**src/rtl/vlim_pkg.sv**
```systemverilog
package vlim_pkg;

  // Newton square-root sequencer states
  typedef enum logic [1:0] {
    SQ_IDLE   = 2'd0,
    SQ_LAUNCH = 2'd1,
    SQ_WAIT   = 2'd2,
    SQ_FIN    = 2'd3
  } sq_state_t;

endpackage

```
**src/rtl/vlim_div.sv**
```systemverilog
// Bit-serial restoring divider: one quotient bit per cycle.
module vlim_div #(
  parameter int W = 28
) (
  input  logic         clk,
  input  logic         rst_n,
  input  logic         go,
  input  logic [W-1:0] dividend,
  input  logic [W-1:0] divisor,
  output logic         done,
  output logic [W-1:0] quotient
);

  localparam int CW = $clog2(W + 1);

  logic [W:0]    rem_q, rem_d;
  logic [W-1:0]  quo_q, quo_d;
  logic [CW-1:0] cnt_q, cnt_d;
  logic          run_q, run_d;
  logic          done_q, done_d;

  logic [W:0]    shifted;
  logic [W:0]    trial;
  logic          fits;

  always_comb begin
    shifted = {rem_q[W-1:0], quo_q[W-1]};
    trial   = shifted - {1'b0, divisor};
    fits    = (shifted >= {1'b0, divisor});

    rem_d  = rem_q;
    quo_d  = quo_q;
    cnt_d  = cnt_q;
    run_d  = run_q;
    done_d = 1'b0;

    if (go) begin
      rem_d = '0;
      quo_d = dividend;
      cnt_d = CW'(W);
      run_d = 1'b1;
    end else if (run_q) begin
      rem_d = fits ? trial : shifted;
      quo_d = {quo_q[W-2:0], fits};
      cnt_d = cnt_q - 1'b1;
      if (cnt_q == CW'(1)) begin
        run_d  = 1'b0;
        done_d = 1'b1;
      end
    end
  end

  always_ff @(posedge clk or negedge rst_n) begin
    if (!rst_n) begin
      rem_q  <= '0;
      quo_q  <= '0;
      cnt_q  <= '0;
      run_q  <= 1'b0;
      done_q <= 1'b0;
    end else begin
      rem_q  <= rem_d;
      quo_q  <= quo_d;
      cnt_q  <= cnt_d;
      run_q  <= run_d;
      done_q <= done_d;
    end
  end

  assign done     = done_q;
  assign quotient = quo_q;

endmodule

```
**src/rtl/vlim_sqrt.sv**
```systemverilog
// Fixed-count Newton square root using the serial divider.
module vlim_sqrt
  import vlim_pkg::*;
#(
  parameter int RW    = 28,
  parameter int GUESS = 500,
  parameter int ITERS = 8
) (
  input  logic          clk,
  input  logic          rst_n,
  input  logic          go,
  input  logic [RW-1:0] radicand,
  output logic          busy,
  output logic          root_valid,
  output logic [RW-1:0] root
);

  localparam int IW = $clog2(ITERS + 1);

  sq_state_t     st_q, st_d;
  logic [RW-1:0] a_q, a_d;
  logic [RW-1:0] x_q, x_d;
  logic [IW-1:0] it_q, it_d;

  logic          div_go;
  logic          div_done;
  logic [RW-1:0] quot;
  logic [RW:0]   sum;

  vlim_div #(.W(RW)) u_div (
    .clk      (clk),
    .rst_n    (rst_n),
    .go       (div_go),
    .dividend (a_q),
    .divisor  (x_q),
    .done     (div_done),
    .quotient (quot)
  );

  always_comb begin
    sum    = {1'b0, x_q} + {1'b0, quot};
    st_d   = st_q;
    a_d    = a_q;
    x_d    = x_q;
    it_d   = it_q;
    div_go = 1'b0;

    unique case (st_q)
      SQ_IDLE: begin
        if (go) begin
          a_d  = radicand;
          it_d = '0;
          if (radicand == '0) begin
            x_d  = '0;
            st_d = SQ_FIN;
          end else begin
            x_d  = RW'(GUESS);
            st_d = SQ_LAUNCH;
          end
        end
      end
      SQ_LAUNCH: begin
        div_go = 1'b1;
        st_d   = SQ_WAIT;
      end
      SQ_WAIT: begin
        if (div_done) begin
          x_d  = sum[RW:1];
          it_d = it_q + 1'b1;
          st_d = (it_q == IW'(ITERS - 1)) ? SQ_FIN : SQ_LAUNCH;
        end
      end
      SQ_FIN: begin
        st_d = SQ_IDLE;
      end
      default: st_d = SQ_IDLE;
    endcase
  end

  always_ff @(posedge clk or negedge rst_n) begin
    if (!rst_n) begin
      st_q <= SQ_IDLE;
      a_q  <= '0;
      x_q  <= '0;
      it_q <= '0;
    end else begin
      st_q <= st_d;
      a_q  <= a_d;
      x_q  <= x_d;
      it_q <= it_d;
    end
  end

  assign busy       = (st_q != SQ_IDLE);
  assign root_valid = (st_q == SQ_FIN);
  assign root       = x_q;

endmodule

```
**src/rtl/vlim_sat.sv**
```systemverilog
// Symmetric saturation of a signed value to +/- an unsigned bound.
module vlim_sat #(
  parameter int DW = 16,
  parameter int LW = 16
) (
  input  logic signed [DW-1:0] val,
  input  logic        [LW-1:0] lim,
  output logic signed [DW-1:0] res
);

  localparam int CW = (LW > DW + 1) ? LW : DW + 1;

  logic signed [DW:0]   ext;
  logic signed [DW:0]   neg;
  logic        [CW-1:0] mag;
  logic        [CW-1:0] limw;
  logic signed [DW-1:0] lim_s;

  always_comb begin
    ext   = {val[DW-1], val};
    neg   = -ext;
    mag   = CW'(unsigned'(ext[DW] ? neg : ext));
    limw  = CW'(lim);
    lim_s = $signed(DW'(lim));
    if (mag > limw) res = val[DW-1] ? -lim_s : lim_s;
    else            res = val;
  end

endmodule

```
**src/rtl/vector_limiter.sv**
```systemverilog
module vector_limiter #(
  parameter int DW    = 16,
  parameter int FS    = 16383,
  parameter int GUESS = 500,
  parameter int ITERS = 8
) (
  input  logic                 clk,
  input  logic                 rst_n,
  input  logic                 start,
  input  logic signed [DW-1:0] vd_cmd,
  input  logic signed [DW-1:0] vq_cmd,
  output logic signed [DW-1:0] vd_out,
  output logic signed [DW-1:0] vq_out,
  output logic                 done
);

  localparam int            MW    = $clog2(FS + 1);
  localparam int            RW    = 2 * MW;
  localparam logic [RW-1:0] FS_SQ = RW'(FS * FS);

  logic signed [DW-1:0] d_sat;
  logic        [DW-1:0] d_mag;
  logic        [RW-1:0] d_sq;
  logic        [RW-1:0] radicand;
  logic signed [DW-1:0] q_sat;

  logic                 sq_busy;
  logic                 sq_root_valid;
  logic        [RW-1:0] sq_root;
  logic                 accept;

  logic signed [DW-1:0] d_q, d_d;
  logic signed [DW-1:0] qc_q, qc_d;
  logic signed [DW-1:0] vd_q, vd_d;
  logic signed [DW-1:0] vq_q, vq_d;
  logic                 done_q, done_d;

  vlim_sat #(.DW(DW), .LW(DW)) u_dsat (
    .val (vd_cmd),
    .lim (DW'(FS)),
    .res (d_sat)
  );

  always_comb begin
    d_mag    = d_sat[DW-1] ? DW'(-d_sat) : DW'(d_sat);
    d_sq     = RW'(d_mag) * RW'(d_mag);
    radicand = FS_SQ - d_sq;
    accept   = start && !sq_busy;
  end

  vlim_sqrt #(.RW(RW), .GUESS(GUESS), .ITERS(ITERS)) u_sqrt (
    .clk        (clk),
    .rst_n      (rst_n),
    .go         (accept),
    .radicand   (radicand),
    .busy       (sq_busy),
    .root_valid (sq_root_valid),
    .root       (sq_root)
  );

  vlim_sat #(.DW(DW), .LW(RW)) u_qsat (
    .val (qc_q),
    .lim (sq_root),
    .res (q_sat)
  );

  always_comb begin
    d_d    = d_q;
    qc_d   = qc_q;
    vd_d   = vd_q;
    vq_d   = vq_q;
    done_d = 1'b0;
    if (accept) begin
      d_d  = d_sat;
      qc_d = vq_cmd;
    end
    if (sq_root_valid) begin
      vd_d   = d_q;
      vq_d   = q_sat;
      done_d = 1'b1;
    end
  end

  always_ff @(posedge clk or negedge rst_n) begin
    if (!rst_n) begin
      d_q    <= '0;
      qc_q   <= '0;
      vd_q   <= '0;
      vq_q   <= '0;
      done_q <= 1'b0;
    end else begin
      d_q    <= d_d;
      qc_q   <= qc_d;
      vd_q   <= vd_d;
      vq_q   <= vq_d;
      done_q <= done_d;
    end
  end

  assign vd_out = vd_q;
  assign vq_out = vq_q;
  assign done   = done_q;

endmodule

```
**config.mk**
```make
export PLATFORM = sky130hd
export DESIGN_NAME = vector_limiter
export DESIGN_NICKNAME = d
export VERILOG_FILES = /design/src/rtl/vlim_pkg.sv /design/src/rtl/vlim_div.sv /design/src/rtl/vlim_sqrt.sv /design/src/rtl/vlim_sat.sv /design/src/rtl/vector_limiter.sv
export SDC_FILE = /design/constraint.sdc
export NUM_CORES = 1
export LEC_CHECK = 0
export BUFFER_PORTS_ARGS = -buffer_cell sky130_fd_sc_hd__buf_2
export CAP_MARGIN = 25
export CELL_PAD_IN_SITES_DETAIL_PLACEMENT = 0
export CELL_PAD_IN_SITES_GLOBAL_PLACEMENT = 1
export CORE_UTILIZATION = 55
export CTS_BUF_LIST = sky130_fd_sc_hd__clkbuf_4 sky130_fd_sc_hd__clkbuf_8
export DETAILED_ROUTE_END_ITERATION = 10
export PLACE_DENSITY = 0.91
export SYNTH_ARGS = -nofsm -noshare
export SYNTH_HDL_FRONTEND = slang
export SYNTH_HIERARCHICAL = 1
export SYNTH_SLANG_ARGS = --single-unit
```
**constraint.sdc**
```tcl
create_clock -name clk -period 8.4 [get_ports clk]
set_input_delay 0 -clock clk [delete_from_list [all_inputs] [get_ports clk]]
set_output_delay 0 -clock clk [all_outputs]
set_load 0.005 [all_outputs]
```
==> summary.md, run 1 <==
| Metric | Value |
|---|---|
| CP startpoint kind | input port |
| Setup ws final | -1230 ps |
| First-pass GRT wire length | 92500 um |
| Drt first pass iters | 6 |
| RSZ-0062 raised after global routing | yes |
| Crit path kind | input port to flop |
| Tmin final | 9630 ps |
| Mapped Area | 21300 um^2 |
| Setup WS pre-CTS | -2030 ps |
| XOR/XNOR Fraction of Synth Area | 5.91% |
| Total of max-cap violations | 0 |
| Multi-input logic area | 15800 um^2 |
| Die Footprint | 39500 um^2 |
| Final period util | 115% |
| Max Slew Vio Count | 0 |
| Gpl congestion | 0.959 |
| Fmax | 104 MHz |
| Yosys cell types | 108 |
| I/O pins | 68 |
| Synth Instances | 2337 |
| Global Route Usage Sum | 29.6% |
| Finished Core Util | 68.7% |
| Slew headroom | 32.6% |
| Adder-cell share of the synthesized area | 27.5% |
| Clock transition at the registers of the reported paths | 130 ps |
| Design Area, Final | 26100 um^2 |
| Critical path's largest stage delay | 580 ps |
| Nets | 3142 |
| Rows | 71 |
| CP top delay family | adder cells |
| Routed len/inst | 17.8 um |
| Commonest non-fill, non-tap cell in the layout | inv_1 |
| Die Y | 199 um |
| FFs w/ async S/R, synth | 100% |
| H-tree levels | 4 |
| Initial Util | 56.2% |
| Total routed wirelength | 58100 um |
| Failing checks | setup timing |
| Main synth FF type | dfrtp_1 |
| Hold Path Class | input port to asynchronous set/reset pin |
| Area of the core | 37900 um^2 |
| Gr ovfl total | 0 |
| CTS max path bufs | 2 |
| CP bufs+invs | 6 |
| Worst EP arrival | 10060 ps |
| CP max FO | 6 |
| Critical Path Sink Type | flop |
| Number of vias per cell | 5.58 |
| Worst-Skew Late Latency | 510 ps |
| Mux share of post-synthesis cell area | 9.16% |
| Register area | 4760 um^2 |
| Synth Register Bits | 190 |
| Placement Cell Area | 24500 um^2 |
| Fillers | 2916 |
| WP data required | 8830 ps |
| Final HPWL DP | 45300 um |
| Commonest cells after routing, fill and taps aside | 387 x inv_1, 304 x buf_4, 196 x nand2_1 |
| DR iter-0 viols | 1088 |
| Buffers on Ports | 67 |
| Initial antenna violation count | 0 |
| Via count | 18200 |
| Status | finished, violations left |
| Complex-gate fraction of the synthesized area | 13.6% |
| Worst path slowest cell | or4b_4 |
| Die X | 199 um |
| Vias in the first global route | 18800 |
| Fraction of the mapped netlist area in simple logic gates | 12.6% |
| CTS tree | built |
| Largest net degree at the start of global routing | 76 |
| Share of cells above drive strength 1 | 26.2% |
| Final setup fails | 22 |
| Avg Inst Size Synth | 9.12 um^2 |
| Root Driver | clkbuf_8 |
| # diodes | 0 |
| Skew final | 22.5 ps |
| Worst slew pin tran | 1010 ps |
| Post-synthesis sequential area ratio | 22.3% |
| Final Hold Viols | 0 |
| Largest family of logic cells by synthesized area | adder cells |
| Cell mode on critical path | fa_1 |
| Post-synth EDFFs | 0 |
| Number of remaining DRC errors | 0 |
| Area grow syn2layout | 22.3% |
| CTS buffer count | 17 |
| Final ANT Viol Nets | 0 |
| Synth warn | 6 |
| Clock sink count | 190 |
==> layout make-up <==
cell class / instances / area share, %
Clock buffer: 18 / 0.951
Multi-Input combinational cell: 1731 / 60.5
Tap cell: 511 / 2.45
Inverter: 402 / 5.79
Sequential cell: 190 / 18.3
Timing Repair Buffer: 400 / 11.4
Clock inverter: 13 / 0.571
==> Yosys cell counts, drive strengths merged (4+ instances only) <==
cell	count	area share, %
inv	401	7.1
nand2	208	3.7
ha	192	11
dfrtp	190	22
fa	173	16
nor2	145	2.6
mux2	121	6.7
o21ai	114	2.7
xnor2	105	4.3
a21oi	88	2.1
clkbuf	53	1.0
mux2i	53	2.5
a21o	39	1.4
nand3	39	0.96
xor2	38	1.6
a211oi	35	1.3
nor3	28	0.70
o31ai	24	1.0
nor4	23	0.77
buf	22	0.77
nand4	22	0.68
a31oi	14	0.41
nand2b	14	0.41
o41ai	14	0.73
nor2b	12	0.35
o21a	12	0.42
and3	11	0.32
or3	11	0.40
and2	10	0.31
o21bai	10	0.35
or2	10	0.31
nand3b	8	0.28
o211ai	8	0.31
or4	8	0.32
a21boi	5	0.19
a221oi	5	0.23
a311oi	4	0.16
a31o	4	0.16
a41oi	4	0.16
o2111ai	4	0.19
o221ai	4	0.16
o311ai	4	0.25
==> cells by family after synthesis <==
family / after synthesis
DFF: 190
muxes: 174
buffers and inverters: 477
xor gates and xnor gates: 143
adders and majority gates: 365
other: 3
AOI/OAI and AO/OA: 423
and+or+nand+nor: 562
==> routing by layer <==
metal / routed length [um] / part of all wire [%] / track usage, % / vias to the layer above
li1: - / - / - / 8596
met3: 2370 / 4.1 / 4.19 / 156
met4: 2430 / 4.2 / 13.4 / 0
met5: 0 / 0 / 0 / -
met2: 29500 / 51 / 53.4 / 549
met1: 23800 / 41 / 34.8 / 8925
==> state kept, by name, summed over array words and instances (netlist names) <==
register and cells:
u_sqrt/a_q 28, u_sqrt/root 28, u_sqrt/u_div/quotient 28, u_sqrt/u_div/rem_q 28, d_q 16, qc_q 16, vd_out 16, vq_out 16
u_sqrt/u_div/cnt_q 5, u_sqrt/it_q 4, u_sqrt/st_q 2, done 1, u_sqrt/u_div/done 1, u_sqrt/u_div/run_q 1
==> repair_timing <==
item | in CTS | in global routing
endpoints found under the setup margin | 25 | 27
setup buffers | 15 | 25
resized for setup | 53 | 95
hold endpoints to repair | 81 | 0
hold buffers | 17 | 0
pin swaps | 35 | 38
cloned | 0 | 0
==> path summary, 6_finish.rpt <==
path | from | end | slack, ps | cells after the start
max | vd_cmd[7] | u_sqrt/root[4] | -1230 | 40
min | rst_n | vq_out[5] | 30 | 2
max reg2reg | qc_q[2] | vq_out[2] | 4130 | 12
min reg2reg | u_sqrt/a_q[11] | u_sqrt/u_div/quotient[11] | 490 | 2
max in group asynchronous | rst_n | u_sqrt/u_div/run_q | 7200 | 3
min in group clk | vd_cmd[9] | d_q[9] | 150 | 5
==> per-stage QoR <==
step	hold slack (ps)	std cells	setup TNS, ps
after floorplan	-296	2398	-18350
after global placement	23.2	3175	-31690
after detailed placement	33.1	3175	-36480
after CTS	33.5	3237	-12900
after global routing	72.7	3265	-23210
final	29.9	3265	-16440
==> worst reg2reg max path: stages, from the launching register on <==
cell,delay (ps)
dfrtp_1,460
or3_4,420
or4_4,460
or3_4,380
nand2_1,100
xnor2_1,100
ha_1,310
nand4_2,140
a2111oi_0,580
or3_4,250
and2_4,320
mux2_2,390
mux2_2,270
Power of run 1 is not shown: default switching activity piles up to over one toggle a cycle in this logic, so the estimate is an artifact.
==> run 2: changes to the inputs <==
--- a/config.mk
+++ b/config.mk
@@ -13,6 +13,7 @@
 export CTS_BUF_LIST = sky130_fd_sc_hd__clkbuf_4 sky130_fd_sc_hd__clkbuf_8
 export DETAILED_ROUTE_END_ITERATION = 10
 export PLACE_DENSITY = 0.91
+export REMOVE_ABC_BUFFERS = 1
 export SYNTH_ARGS = -nofsm -noshare
 export SYNTH_HDL_FRONTEND = slang
 export SYNTH_HIERARCHICAL = 1
==> summary.md, run 2 (synthesis results as in run 1) <==
| Metric | Value |
|---|---|
| Root Driver | clkbuf_8 |
| Nets | 3138 |
| Area of the core | 37900 um^2 |
| WP data required | 8780 ps |
| Tmin final | 9850 ps |
| Final ANT Viol Nets | 0 |
| CP top delay family | simple AND/OR/NAND/NOR gates |
| Hold Crit Depth | 4 |
| Largest net degree at the start of global routing | 109 |
| Number of remaining DRC errors | 0 |
| Initial antenna violation count | 2 |
| CP max FO | 6 |
| RR Endpoint | vq_out[11] |
| Worst slew pin tran | 1020 ps |
| Number of vias per cell | 5.46 |
| Hold Path Class | input port to flop |
| Cell mode on critical path | fa_1 |
| CP startpoint kind | input port |
| CP bufs+invs | 8 |
| Crit path kind | input port to flop |
| R2R setup slack | 4210 ps |
| Worst-Skew Late Latency | 510 ps |
| Fillers | 2934 |
| Skew final | 22.1 ps |
| Share of cells above drive strength 1 | 27.5% |
| Area grow syn2layout | 23.9% |
| Global Route Usage Sum | 28.6% |
| H-tree levels | 4 |
| Clock transition at the registers of the reported paths | 130 ps |
| Final HPWL DP | 41900 um |
| Routed len/inst | 16.9 um |
| Total of max-cap violations | 0 |
| CTS max path bufs | 2 |
| Clock sink count | 190 |
| Critical path's largest stage delay | 550 ps |
| Die Footprint | 39500 um^2 |
| Rows | 71 |
| First-pass GRT wire length | 90000 um |
| Slew headroom | 31.9% |
| Critical Path Sink Type | flop |
| Status | finished, violations left |
| I/O pins | 68 |
| Hold Path Sink | u_sqrt/st_q[1] |
| Setup_tns | -18200 ps |
| RSZ-0062 raised after global routing | yes |
| Initial Util | 56.2% |
| Gr ovfl total | 0 |
| Via count | 17800 |
| Worst EP arrival | 10230 ps |
| Max Slew Vio Count | 0 |
| R2r worst-path depth | 12 |
| Drt first pass iters | 5 |
| Total routed wirelength | 55200 um |
| CTS buffer count | 17 |
| Die X | 199 um |
| Final Hold Viols | 0 |
| Worst path slowest cell | or4_4 |
| RR Startpoint | qc_q[2] |
| CTS tree | built |
| Final period util | 117% |
| Setup ws final | -1450 ps |
| Buffers on Ports | 67 |
| Vias in the first global route | 18500 |
| Gpl congestion | 0.926 |
| Fmax | 102 MHz |
| Commonest non-fill, non-tap cell in the layout | inv_1 |
| Final setup fails | 23 |
| Hold path startpoint | start |
| Failing checks | setup timing |
| Die Y | 199 um |
| DR iter-0 viols | 879 |
| Commonest cells after routing, fill and taps aside | 375 x inv_1, 282 x buf_4, 189 x nand2_1, 189 x dfrtp_1, 173 x ha_1 |
==> run 2: changes by cell type in the layout (fill, tap and decap cells not counted), sizes merged <==
cell	before	now
clkinvlp	2	1
clkinv	6	4
diode	0	1
inv	407	412
clkbuf	20	18
buf	381	378
==> run 2: layout make-up <==
type,count,area [um^2],share of cell area [%]
Tap cell,511,639,2.42
Antenna cell,1,2.50,0.00948
Clock buffer,17,234,0.886
Clock inverter,15,230,0.872
Sequential cell,190,4760,18.0
Multi-Input combinational cell,1731,16000,60.7
Timing Repair Buffer,396,3010,11.4
Inverter,402,1510,5.73
==> run 2: layer usage <==
layer  track usage, %  up-vias  part of all wire [%]
li1                 -     8593                     -
met1             34.6     8760                    42
met2             52.4      358                    52
met3             2.70      107                   2.9
met4             11.0        2                   3.2
met5                0        -                 0.031
==> run 2: worst max-delay path by stage <==
stage                           endpoint  depth (start not counted)       from
after CTS                 u_sqrt/root[7]                         45  vd_cmd[7]
final                     u_sqrt/root[6]                         45  vd_cmd[7]
after detailed placement  u_sqrt/root[5]                         43  vd_cmd[8]
after global routing      u_sqrt/root[7]                         45  vd_cmd[7]
after global placement    u_sqrt/root[4]                         44  vd_cmd[8]
after floorplan           u_sqrt/root[2]                         41  vd_cmd[8]
==> run 2: timing repair <==
item / in CTS / in global routing
setup buffers: 25 / 21
hold buffers: 17 / 0
setup endpoints to repair: 25 / 25
resized for setup: 187 / 84
hold endpoints to repair: 123 / 0
pin swaps: 100 / 55
==> run 2: through the flow <==
| stage | setup slack [ps] | instance area [um^2] | std cells | hold slack [ps] | utilization [%] |
|---|---|---|---|---|---|
| 4_1_cts | -1330 | 25900 | 3241 | 106 | 68.2 |
| 3_3_place_gp | -2200 | 24200 | 3169 | 158 | 63.8 |
| 3_5_place_dp | -2550 | 24200 | 3169 | 174 | 63.8 |
| 5_1_grt | -1750 | 26400 | 3262 | 141 | 69.6 |
| 6_report | -1450 | 26400 | 3263 | 135 | 69.6 |
| 2_1_floorplan | -2170 | 21200 | 2323 | -296 | - |
==> run 2: tightest hold or removal path, cell delays in order <==
cell	delay (ps)
buf_2	100
nor2b_4	270
a21oi_2	190
o21ai_1	60
Power of run 2 is left out for the same reason.
